==> config.mk <==
export PLATFORM = sky130hd
export DESIGN_NAME = pwrctl_top
export DESIGN_NICKNAME = d
export VERILOG_FILES = /design/src/rtl/pwrctl_pkg.sv /design/src/rtl/pwrctl_chg.sv /design/src/rtl/pwrctl_gate.sv /design/src/rtl/pwrctl_fsm.sv /design/src/rtl/pwrctl_top.sv
export SDC_FILE = /design/constraint.sdc
export NUM_CORES = 1
export LEC_CHECK = 0
export ABC_AREA = 1
export BUFFER_PORTS_ARGS = -buffer_cell sky130_fd_sc_hd__clkbuf_2
export CORE_AREA = 2 2 39 41
export DETAILED_ROUTE_END_ITERATION = 16
export DIE_AREA = 0 0 41 43
export PLACE_DENSITY = 0.6
export REMOVE_ABC_BUFFERS = 1
export SLEW_MARGIN = 20
export SYNTH_ARGS = -nofsm -noshare
export SYNTH_HDL_FRONTEND = slang
export SYNTH_HIERARCHICAL = 1
export SYNTH_SLANG_ARGS = --single-unit
==> constraint.sdc <==
create_clock -name clk -period 1.6 [get_ports clk]
set_input_delay 0.32 -clock clk [delete_from_list [all_inputs] [get_ports clk]]
set_output_delay 0.32 -clock clk [all_outputs]
set_load 0.01 [all_outputs]
==> src/rtl/pwrctl_pkg.sv <==
package pwrctl_pkg;

   typedef enum logic [1:0] {
      PS_RUN   = 2'd0,
      PS_DRAIN = 2'd1,
      PS_NAP   = 2'd2,
      PS_OFF   = 2'd3
   } pwr_state_t;

   function automatic logic is_stopped(input pwr_state_t s);
      return (s == PS_NAP) || (s == PS_OFF);
   endfunction

   function automatic logic is_running(input pwr_state_t s);
      return (s == PS_RUN) || (s == PS_DRAIN);
   endfunction

endpackage

==> src/rtl/pwrctl_chg.sv <==
module pwrctl_chg #(
   parameter int unsigned W = 1
) (
   input  logic         clk,
   input  logic [W-1:0] lvl_i,
   output logic         chg_o
);
   logic [W-1:0] prev_q;

   generate
      if (W < 1) begin : g_bad_w
         $error("pwrctl_chg: W must be at least 1");
      end
   endgenerate

   // The level is captured on every edge, including reset edges, so the
   // reference after reset is the level present during reset.
   always_ff @(posedge clk) begin
      prev_q <= lvl_i;
   end

   assign chg_o = |(lvl_i ^ prev_q);
endmodule

==> src/rtl/pwrctl_gate.sv <==
module pwrctl_gate #(
   parameter int unsigned OP_W   = 8,
   parameter int unsigned N_KEEP = 5,
   parameter logic [N_KEEP*OP_W-1:0] KEEP_OPS = '0
) (
   input  logic [OP_W-1:0] op_i,
   input  logic            stopped_i,
   output logic            permit_o
);
   logic [N_KEEP-1:0] hit;

   generate
      if (N_KEEP < 1) begin : g_bad_n
         $error("pwrctl_gate: N_KEEP must be at least 1");
      end
      for (genvar k = 0; k < N_KEEP; k++) begin : g_match
         assign hit[k] = (op_i == KEEP_OPS[k*OP_W +: OP_W]);
      end
   endgenerate

   assign permit_o = !stopped_i || (|hit);
endmodule

==> src/rtl/pwrctl_fsm.sv <==
module pwrctl_fsm
   import pwrctl_pkg::*;
#(
   parameter int unsigned     OP_W     = 8,
   parameter logic [OP_W-1:0] OP_WAKE  = 8'h00,
   parameter logic [OP_W-1:0] OP_SLEEP = 8'h02
) (
   input  logic            clk,
   input  logic            rst_n,
   input  logic            start_i,
   input  logic            cs_chg_i,
   input  logic            cmd_vld_i,
   input  logic [OP_W-1:0] cmd_op_i,
   input  logic            conv_done_i,
   output pwr_state_t      state_o,
   output logic            restart_o
);
   pwr_state_t state_q, state_d;
   logic       restart_q;
   logic       wake_cmd, sleep_cmd;

   assign wake_cmd  = cmd_vld_i && (cmd_op_i == OP_WAKE);
   assign sleep_cmd = cmd_vld_i && (cmd_op_i == OP_SLEEP);

   // Priority ladder: pin, leaving power-down, wake sources, sleep, done.
   always_comb begin
      state_d = state_q;
      if (!start_i)                          state_d = PS_OFF;
      else if (state_q == PS_OFF)            state_d = PS_RUN;
      else if (cs_chg_i || wake_cmd)         state_d = PS_RUN;
      else if (state_q == PS_RUN && sleep_cmd)
                                             state_d = PS_DRAIN;
      else if (state_q == PS_DRAIN && conv_done_i)
                                             state_d = PS_NAP;
   end

   always_ff @(posedge clk) begin
      if (!rst_n) begin
         state_q   <= start_i ? PS_RUN : PS_OFF;
         restart_q <= 1'b0;
      end else begin
         state_q   <= state_d;
         restart_q <= (state_d == PS_RUN) && is_stopped(state_q);
      end
   end

   assign state_o   = state_q;
   assign restart_o = restart_q;

   a_r1_pin_forces_off : assert property (@(posedge clk) disable iff (!rst_n)
      !start_i |=> state_q == PS_OFF);

   a_r2_wake_ignored_off : assert property (@(posedge clk) disable iff (!rst_n)
      (!start_i && wake_cmd) |=> (state_q == PS_OFF && !restart_o));

   a_r3_sleep_deferred : assert property (@(posedge clk) disable iff (!rst_n)
      (start_i && state_q == PS_RUN && sleep_cmd && !cs_chg_i) |=> state_q == PS_DRAIN);

   a_r4_done_enters_nap : assert property (@(posedge clk) disable iff (!rst_n)
      (start_i && state_q == PS_DRAIN && conv_done_i && !wake_cmd && !cs_chg_i)
      |=> state_q == PS_NAP);

   a_r5_wake_immediate : assert property (@(posedge clk) disable iff (!rst_n)
      (start_i && wake_cmd) |=> state_q == PS_RUN);

   a_r6_cs_change_wakes : assert property (@(posedge clk) disable iff (!rst_n)
      (start_i && cs_chg_i) |=> state_q == PS_RUN);

   a_r8_restart_single : assert property (@(posedge clk) disable iff (!rst_n)
      restart_o |=> !restart_o);

   a_r8_restart_only_running : assert property (@(posedge clk) disable iff (!rst_n)
      restart_o |-> state_q == PS_RUN);
endmodule

==> src/rtl/pwrctl_top.sv <==
module pwrctl_top
   import pwrctl_pkg::*;
#(
   parameter int unsigned     OP_W     = 8,
   parameter logic [OP_W-1:0] OP_WAKE  = 8'h00,
   parameter logic [OP_W-1:0] OP_SLEEP = 8'h02,
   parameter logic [OP_W-1:0] OP_RDATA = 8'h12,
   parameter logic [OP_W-1:0] OP_RDC   = 8'h14,
   parameter logic [OP_W-1:0] OP_SDC   = 8'h16,
   parameter logic [OP_W-1:0] OP_NOP   = 8'hFF
) (
   input  logic            clk,
   input  logic            rst_n,
   input  logic            start_i,
   input  logic            cs_n_i,
   input  logic            cmd_vld_i,
   input  logic [OP_W-1:0] cmd_op_i,
   input  logic            conv_done_i,
   output logic            analog_en_o,
   output logic            awake_o,
   output logic            conv_restart_o,
   output logic            cmd_permit_o
);
   localparam int unsigned N_KEEP = 5;
   localparam logic [N_KEEP*OP_W-1:0] KEEP_OPS =
      {OP_NOP, OP_SDC, OP_RDC, OP_RDATA, OP_WAKE};

   generate
      if (OP_W < 2) begin : g_bad_opw
         $error("pwrctl_top: OP_W must be at least 2");
      end
      if (OP_WAKE == OP_SLEEP) begin : g_bad_ops
         $error("pwrctl_top: wake and sleep opcodes must differ");
      end
   endgenerate

   pwr_state_t state;
   logic       cs_chg;
   logic       stopped;

   pwrctl_chg #(.W(1)) u_cs (
      .clk   (clk),
      .lvl_i (cs_n_i),
      .chg_o (cs_chg)
   );

   pwrctl_fsm #(
      .OP_W     (OP_W),
      .OP_WAKE  (OP_WAKE),
      .OP_SLEEP (OP_SLEEP)
   ) u_fsm (
      .clk         (clk),
      .rst_n       (rst_n),
      .start_i     (start_i),
      .cs_chg_i    (cs_chg),
      .cmd_vld_i   (cmd_vld_i),
      .cmd_op_i    (cmd_op_i),
      .conv_done_i (conv_done_i),
      .state_o     (state),
      .restart_o   (conv_restart_o)
   );

   assign stopped     = is_stopped(state);
   assign awake_o     = is_running(state);
   assign analog_en_o = (state != PS_OFF);

   pwrctl_gate #(
      .OP_W     (OP_W),
      .N_KEEP   (N_KEEP),
      .KEEP_OPS (KEEP_OPS)
   ) u_gate (
      .op_i      (cmd_op_i),
      .stopped_i (stopped),
      .permit_o  (cmd_permit_o)
   );

   a_r7_sleep_masked_stopped : assert property (@(posedge clk) disable iff (!rst_n)
      (!awake_o && cmd_op_i == OP_SLEEP) |-> !cmd_permit_o);

   a_r7_all_open_running : assert property (@(posedge clk) disable iff (!rst_n)
      awake_o |-> cmd_permit_o);

   a_r7_wake_always_open : assert property (@(posedge clk) disable iff (!rst_n)
      (cmd_op_i == OP_WAKE) |-> cmd_permit_o);

   a_r1_off_no_analog : assert property (@(posedge clk) disable iff (!rst_n)
      !start_i |=> (!analog_en_o && !awake_o));
endmodule

==> impl_metrics.env, run 1 <==
export IMPL_num_antenna_cells=0
export IMPL_slew_violations=0
export IMPL_critical_path_peak_fanout=6
export IMPL_ys_seq_area_frac=0.2370
export IMPL_synth_top_area_cell="dfxtp_1"
export IMPL_vias=415
export IMPL_path_clk_slew_ps=40
export IMPL_critPathLaunch="u_fsm/state_o[1]$_DFF_P_"
export IMPL_grt_pass1_wl_um=1221
export IMPL_antenna_found_initial=0
export IMPL_drt_iter0_markers=4
export IMPL_mostFrequentLayoutCells="20 x nand2_1, 17 x clkbuf_2, 11 x inv_1, 10 x nor2_1, 5 x nor2_2"
export IMPL_synth_xor_area_share=0
export IMPL_worstSetupStartpointType="register"
export IMPL_place_congestion=0.7410
export IMPL_crit_type="register to primary output"
export IMPL_cap_violations=0
export IMPL_grt_max_degree=7
export IMPL_synth_cell_types=15
export IMPL_dr_pass1_iters=4
export IMPL_syn_to_final_growth_pct=36.67
export IMPL_relSlewSlack=0.8740
export IMPL_dp_hpwl_um=646.6
export IMPL_synth_compound_area_frac=0.08519
export IMPL_num_rows=14
export IMPL_synth_top_cells_by_area="dfxtp_1 24%, nand2_1 22%, inv_1 12%"
export IMPL_clk_latency_ps=230
export IMPL_max_clock_path_buffers=2
export IMPL_overflow=0
export IMPL_cts_tree="built"
export IMPL_fin_skew_ps=4.888
export IMPL_cpPeakStageDelay_ps=410
export IMPL_drive_above_1_share=0.3500
export IMPL_totalWireLength_um=749
export IMPL_synth_cells=61
export IMPL_die_x_um=41
export IMPL_die_area_um2=1763
export IMPL_top_level_ports=18
export IMPL_worstSetupEndpoint="cmd_permit_o"
export IMPL_hold_viol_final=0
export IMPL_wl_per_cell_um=7.802
export IMPL_fmaxAchievable_mhz=729.2
export IMPL_synth_adder_area_share=0
export IMPL_final_net_count=96
export IMPL_period_needed_ps=1371
export IMPL_final_area_um2=461.7
export IMPL_dieHeight_um=43
export IMPL_fin_crit_sh=0.8571
export IMPL_finalSetupViolations=0
export IMPL_power_per_cell_area_nw_per_um2=672.3
export IMPL_slowest_stage="dfxtp_1"
export IMPL_clock_root_buffer="clkbuf_4"
export IMPL_grt_pass1_vias=346
export IMPL_cts_sinks=4
export IMPL_grt_use_total=0.09749
export IMPL_rsz0062_at_grt="no"
export IMPL_tightest_slew_ps=188.7
export IMPL_post_route_util=0.3336
export IMPL_synth_top_family_by_area="simple AND/OR/NAND/NOR gates"
export IMPL_synthSimpleGateAreaFrac=0.5444
export IMPL_numCtsBuffers=3
export IMPL_avgViaCountPerCell=4.323
export IMPL_cp_data_arrival_time_ps=1050
export IMPL_htreeDepth=1
export IMPL_cts_hold_buf=0
export IMPL_worst_r2r_startpoint="u_cs/prev_q$_DFF_P_"
export IMPL_r2r_end="u_fsm/restart_o$_SDFF_PN0_"
export IMPL_synth_mux_area_frac=0
export IMPL_rr_worst_depth=7
export IMPL_start_util=0.2441
export IMPL_crit_chain="a21boi_0 > nand2_1 > clkbuf_2"
export IMPL_ir_drop_uv=556.9
export IMPL_hold_class="input pin to register"
export IMPL_synth_seq_cells=4
export IMPL_postCtsSetupRepairBufs=0
export IMPL_synth_area_um2=337.8
export IMPL_synth_warnings=6
export IMPL_placed_cell_area_um2=439.2
export IMPL_final_common_cell="nand2_1"
export IMPL_end_kind="primary output"
export IMPL_crit_required_ps=1280
export IMPL_syn_avg_cell_area_um2=5.538
export IMPL_synth_top_area_frac=0.2370
export IMPL_route_detailed_drc=0
export IMPL_ctsResizeCount=0
export IMPL_r2r_setup_slack_ps=700
export IMPL_portBuffers=17
export IMPL_status="finished clean"
export IMPL_fin_tns_setup_ps=0
export IMPL_ant_nets=0
export IMPL_leakage_nw=0.2702
export IMPL_coreArea_um2=1384
## logic make-up (layout without fill, tap and decap cells)
group | after synthesis | in the layout
compound gates | 4 | 4
buf+inv | 12 | 31
flops | 4 | 4
simple gates | 41 | 41
## cell usage after synthesis
cell type / instances
a21boi_0: 1
a21oi_1: 1
nand3_2: 1
and3_1: 1
inv_1: 11
nand3_1: 1
nor2_1: 10
nand2_2: 1
clkbuf_1: 1
a21oi_2: 1
o21bai_1: 1
dfxtp_1: 4
nand4_1: 2
nand2_1: 20
nor2_2: 5
## area by class of cell
cell class / count / area, µm²
Clock buffer: 3 / 22.52
Fill cell: 157 / 922.1
Inverter: 11 / 41.29
Multi-Input combinational cell: 45 / 212.7
Sequential cell: 4 / 80.08
Tap cell: 16 / 20.02
Timing Repair Buffer: 17 / 85.08
## worst max-delay path: cells and delay by family (launching register included)
family                 cells  cell delay (ps)
AO/OA/AOI/OAI              1              220
buffers and inverters      1              120
flip-flops                 1              410
AND/OR/NAND/NOR            1               70
## worst min-delay path by stage
stage / from / to / slack, ps / cells past startpoint
after floorplan: cs_n_i / u_cs/prev_q$_DFF_P_ / 350 / 0
after global placement: cs_n_i / u_cs/prev_q$_DFF_P_ / 450 / 1
after detailed placement: cs_n_i / u_cs/prev_q$_DFF_P_ / 470 / 1
after CTS: cs_n_i / u_cs/prev_q$_DFF_P_ / 230 / 1
after global routing: cs_n_i / u_cs/prev_q$_DFF_P_ / 220 / 1
final: cs_n_i / u_cs/prev_q$_DFF_P_ / 230 / 1
## through the flow
stage | hold slack (ps) | instances | setup WS (ps) | total power [mW]
6_report | 230.4 | 96 | 228.6 | 0.3104
5_1_grt | 219.3 | 96 | 126.1 | 0.3356
4_1_cts | 227.4 | 96 | 217.7 | 0.3143
3_5_place_dp | 465.6 | 93 | 329.7 | 0.1924
3_3_place_gp | 453.2 | 93 | 325.8 | 0.1904
2_1_floorplan | 347.7 | 60 | 573.5 | 0.1537
## metal layers
metal	share of wire	global-route usage
met2	0.49	0.1625
met5	0	0
met4	0	0.02000
met3	0.069	0.03141
met1	0.44	0.1161
## report_power, final
group	total [mW]	internal, mW	switching (mW)
combinational	0.0779	0.0339	0.0441
clock	0.120	0.0836	0.0369
sequential	0.112	0.107	0.00532
## state kept, by name, summed over array words and instances, names as in the netlist
name,cells
u_fsm/state_o,2
u_fsm/restart_o,1
u_cs/prev_q,1
(Power assumes the default switching activity.)
==> run 2: changes to the inputs <==
Settings changed: SETUP_SLACK_MARGIN set to 0.5.
==> run 2 against run 1 <==
Net effect: die area is the same; clock power is essentially flat; power is 16% higher; utilization up 12 points; combinational power is 67% higher; critical path depth increased by 5; register-to-register slack got worse by 160 ps; global-route usage rose by 0.30 points; maximum frequency grew 10%; worst hold slack barely moved; first-iteration DRC count decreased by 25%.
==> impl_metrics.env, run 2 (synthesis results as in run 1) <==
export IMPL_grt_use_total=0.1005
export IMPL_slew_violations=0
export IMPL_rr_worst_depth=6
export IMPL_critPathBufInv=3
export IMPL_num_rows=14
export IMPL_crit_family="buffers and inverters"
export IMPL_cp_data_arrival_time_ps=920
export IMPL_tightest_slew_ps=188.4
export IMPL_die_x_um=41
export IMPL_grt_pass1_wl_um=1276
export IMPL_final_net_count=101
export IMPL_route_detailed_drc=0
export IMPL_largest_register_ffs=2
export IMPL_r2r_setup_slack_ps=540
export IMPL_fin_tns_setup_ps=0
export IMPL_hold_class="input pin to register"
export IMPL_crit_required_ps=1280
export IMPL_crit_type="input pin to primary output"
export IMPL_critical_path_peak_fanout=4
export IMPL_overflow=0
export IMPL_placed_cell_area_um2=439.2
export IMPL_status="finished clean"
export IMPL_cts_tree="built"
export IMPL_end_kind="primary output"
export IMPL_worst_r2r_startpoint="u_fsm/state_o[1]$_DFF_P_"
export IMPL_whs_ps=230.0
export IMPL_totalWireLength_um=901
export IMPL_cp_depth=8
export IMPL_worstSetupEndpoint="cmd_permit_o"
export IMPL_max_clock_path_buffers=2
export IMPL_crit_chain="buf_4 > inv_2 > nand2_2 > nand2_1 > nor2_1 > nor2_1 > nand2_1 > buf_2"
export IMPL_place_congestion=0.7410
export IMPL_final_common_cell="nand2_1"
export IMPL_relSlewSlack=0.8742
export IMPL_portBuffers=17
export IMPL_mostFrequentLayoutCells="18 x nand2_1, 7 x inv_1, 6 x clkbuf_2, 6 x nor2_1"
export IMPL_dr_pass1_iters=4
export IMPL_coreArea_um2=1384
export IMPL_htreeDepth=1
export IMPL_hold_viol_final=0
export IMPL_leakage_nw=0.3253
export IMPL_top_level_ports=18
export IMPL_clk_latency_ps=230
export IMPL_cap_violations=0
export IMPL_syn_to_final_growth_pct=87.04
export IMPL_critPathLaunch="cmd_op_i[2]"
export IMPL_cpPeakStageDelay_ps=130
export IMPL_wl_per_cell_um=8.921
export IMPL_fmaxAchievable_mhz=805.2
export IMPL_hold_path_startpoint="cs_n_i"
export IMPL_clock_root_buffer="clkbuf_4"
export IMPL_final_area_um2=631.9
export IMPL_ant_nets=0
export IMPL_r2r_end="u_fsm/state_o[1]$_DFF_P_"
export IMPL_dp_hpwl_um=646.6
export IMPL_antenna_found_initial=0
export IMPL_fin_skew_ps=4.567
export IMPL_finalSetupViolations=0
export IMPL_worstSetupStartpointType="input pin"
export IMPL_drt_iter0_markers=3
export IMPL_ir_drop_uv=579.7
export IMPL_start_util=0.2441
export IMPL_rsz0062_at_grt="yes"
export IMPL_slowest_stage="buf_4"
export IMPL_die_area_um2=1763
export IMPL_power_per_cell_area_nw_per_um2=570.7
export IMPL_avgViaCountPerCell=4.376
export IMPL_grt_max_degree=6
export IMPL_cts_sinks=4
export IMPL_num_antenna_cells=0
export IMPL_grt_pass1_vias=365
export IMPL_path_clk_slew_ps=40
export IMPL_drive_above_1_share=0.5294
export IMPL_numCtsBuffers=3
export IMPL_fin_crit_sh=0.7762
export IMPL_cts_hold_buf=0
export IMPL_vias=442
export IMPL_dieHeight_um=43
export IMPL_period_needed_ps=1242
run 2: cell count changes in the layout (fill, tap and decap cells not counted), sizes merged:
cell and change:
clkbuf -9, buf +14
run 2: layout make-up:
cell class / count / area (µm²)
inverters: 11 / 43.79
well taps: 16 / 20.02
clock buffers: 3 / 22.52
fillers: 144 / 752.0
flip-flops and latches: 4 / 83.83
multi-input cells: 45 / 256.5
repair buffers: 22 / 205.2
run 2: how the worst min path moves through the flow:
stage	end	slack, ps	depth (start not counted)
global route	u_cs/prev_q$_DFF_P_	220	1
floorplan	u_cs/prev_q$_DFF_P_	350	0
detailed placement	u_cs/prev_q$_DFF_P_	470	1
CTS	u_cs/prev_q$_DFF_P_	230	1
global placement	u_cs/prev_q$_DFF_P_	450	1
finish	u_cs/prev_q$_DFF_P_	230	1
run 2: layer usage:
metal / track usage / vias to the layer above / part of all wire
li1: - / 234 / -
met1: 0.1194 / 197 / 0.44
met2: 0.1688 / 11 / 0.51
met5: 0 / - / 0
met4: 0.02000 / 0 / 0
met3: 0.03141 / 0 / 0.051
run 2: what timing repair did:
item	4_1_cts	5_1_grt
gates resized for setup	17	26
pin swaps	7	13
endpoints found under the setup margin	3	3
buffers inserted	2	3
run 2: where the power goes:
part           leakage, nW  internal (mW)  total, mW  switching, mW
clock network       0.0138         0.0836      0.120         0.0362
registers           0.0338          0.106      0.111        0.00467
logic                0.278         0.0706      0.130         0.0592
run 2: stage by stage:
stage / util / std cells / setup WS (ps) / power, mW
5_1_grt: 0.4566 / 101 / 289.4 / 0.3863
3_5_place_dp: 0.3174 / 93 / 329.7 / 0.1924
2_1_floorplan: - / 60 / 573.5 / 0.1537
3_3_place_gp: 0.3174 / 93 / 325.8 / 0.1904
6_report: 0.4566 / 101 / 358.1 / 0.3606
4_1_cts: 0.3969 / 98 / 375.4 / 0.3369
==> run 3: changes to the inputs <==
Clock period 1.6 ns to 1.21 ns, I/O delays scaled along.
==> run 3 against run 2 <==
Net effect: combinational power down 12%; sequential share of layout area increased by 4.2 points; cell count shrank 4.0%; highest routed layer unchanged; critical path type is now register to primary output; utilization down 10 points.
==> impl_metrics.env, run 3 (synthesis results as in run 1) <==
export IMPL_worstSetupStartpointType="register"
export IMPL_max_clock_path_buffers=2
export IMPL_vias=413
export IMPL_finalSetupViolations=0
export IMPL_slew_violations=0
export IMPL_overflow=0
export IMPL_ant_nets=0
export IMPL_comb_power_share=0.272
export IMPL_whs_ps=151.8
export IMPL_cp_data_arrival_time_ps=880
export IMPL_dr_pass1_iters=4
export IMPL_route_detailed_drc=0
export IMPL_grt_use_total=0.09749
export IMPL_final_common_cell="nand2_1"
export IMPL_critical_path_peak_fanout=2
export IMPL_fin_skew_ps=4.114
export IMPL_crit_required_ps=970
export IMPL_p_switching_uw=115.4
export IMPL_ir_drop_uv=724.8
export IMPL_power_per_cell_area_nw_per_um2=858.6
export IMPL_dieHeight_um=43
export IMPL_dp_hpwl_um=646.6
export IMPL_coreArea_um2=1384
export IMPL_drive_above_1_share=0.4198
export IMPL_num_antenna_cells=0
export IMPL_wl_per_cell_um=7.814
export IMPL_period_needed_ps=1122
export IMPL_grt_pass1_vias=359
export IMPL_num_rows=14
export IMPL_internal_power_uw=302.5
export IMPL_seqPwrFrac=0.349
export IMPL_final_net_count=97
export IMPL_drt_iter0_markers=3
export IMPL_worst_slack_ps=87.86
export IMPL_fin_crit_sh=0.9274
export IMPL_clkPwrFrac=0.379
export IMPL_relSlewSlack=0.8939
export IMPL_avgViaCountPerCell=4.258
export IMPL_clock_root_buffer="clkbuf_4"
export IMPL_cts_tree="built"
export IMPL_cap_violations=0
export IMPL_rsz0062_at_grt="yes"
export IMPL_htreeDepth=1
export IMPL_mostFrequentLayoutCells="20 x nand2_1, 12 x clkbuf_2, 11 x inv_1, 9 x nor2_1, 6 x nor2_2"
export IMPL_grt_pass1_wl_um=1235
export IMPL_tightest_slew_ps=159.1
export IMPL_top_level_ports=18
export IMPL_end_kind="primary output"
export IMPL_status="finished clean"
export IMPL_syn_to_final_growth_pct=44.07
export IMPL_hold_viol_final=0
export IMPL_die_area_um2=1763
export IMPL_clk_latency_ps=230
export IMPL_swShare=0.2761
export IMPL_totalWireLength_um=758
export IMPL_dp_slack_ps=95.74
export IMPL_fmaxAchievable_mhz=891.2
export IMPL_start_util=0.2441
export IMPL_place_congestion=0.7410
export IMPL_grt_max_degree=6
export IMPL_hold_class="input pin to register"
export IMPL_largest_register_ffs=2
export IMPL_numCtsBuffers=3
export IMPL_cts_hold_buf=0
export IMPL_crit_type="register to primary output"
export IMPL_cts_sinks=4
export IMPL_antenna_found_initial=0
export IMPL_fin_tns_setup_ps=0
export IMPL_leakage_nw=0.2766
export IMPL_die_x_um=41
export IMPL_portBuffers=17
export IMPL_path_clk_slew_ps=40
[run 3: cell count changes in the layout (fill, tap and decap cells not counted), moves of 2 or more]
cell      previous run  this run
buf_2                1         4
buf_4                5         2
buf_6                4         0
buf_8                4         0
clkbuf_2             6        12
clkbuf_8             2         0
inv_1                7        11
inv_2                3         0
nand2_1             18        20
nor2_1               6         9
nor2_4               4         0
[run 3: repair_timing]
action	4_1_cts	5_1_grt
setup buffers	1	0
pin swaps	1	2
resized for setup	4	9
hold endpoints to repair	0	0
setup endpoints to repair	7	7
[run 3: power groups by stage]
stage | combinational [mW] | sequential, mW | clock, mW
after global routing | 0.129 | 0.147 | 0.177
after floorplan | 0.0542 | 0.149 | 0
after global placement | 0.102 | 0.150 | 0
final | 0.114 | 0.146 | 0.158
after detailed placement | 0.104 | 0.150 | 0
after CTS | 0.112 | 0.145 | 0.163
[run 3: per-layer routing]
layer | GRT usage | routed length [µm] | part of all wire | vias up
li1 | - | - | - | 225
met1 | 0.1129 | 321 | 0.42 | 177
met2 | 0.1656 | 385 | 0.51 | 11
met3 | 0.03141 | 52 | 0.069 | 0
met4 | 0.02000 | 0 | 0 | 0
met5 | 0 | 0 | 0 | -
[run 3: per-stage QoR]
step / cells / area (µm²) / total power [mW] / util
2_1_floorplan: 60 / 334.1 / 0.2033 / -
3_3_place_gp: 93 / 439.2 / 0.2517 / 0.3174
3_5_place_dp: 93 / 439.2 / 0.2544 / 0.3174
4_1_cts: 97 / 476.7 / 0.4201 / 0.3445
5_1_grt: 97 / 486.7 / 0.4533 / 0.3517
6_report: 97 / 486.7 / 0.4179 / 0.3517
[run 3: layout make-up]
type | instances | area (µm²)
tap | 16 | 20.02
sequential | 4 | 85.08
fill | 151 | 897.1
multi-input combinational | 45 | 222.7
inverter | 11 | 41.29
clock buffer | 3 | 22.52
timing repair buffer | 18 | 95.09
[run 3: path summary, 6_finish.rpt]
check	startpoint	endpoint	slack (ps)	cells after the start
setup reg to reg	u_fsm/state_o[1]$_DFF_P_	u_fsm/state_o[1]$_DFF_P_	310	5
hold / removal	cs_n_i	u_cs/prev_q$_DFF_P_	150	1
hold reg to reg	u_cs/prev_q$_DFF_P_	u_fsm/state_o[1]$_DFF_P_	610	5
setup / recovery	u_fsm/state_o[1]$_DFF_P_	cmd_permit_o	90	3
[run 3: critical path: stages (launching register included)]
cell	delay [ps]
dfxtp_4	330
a21boi_2	140
nand2_1	50
buf_2	130
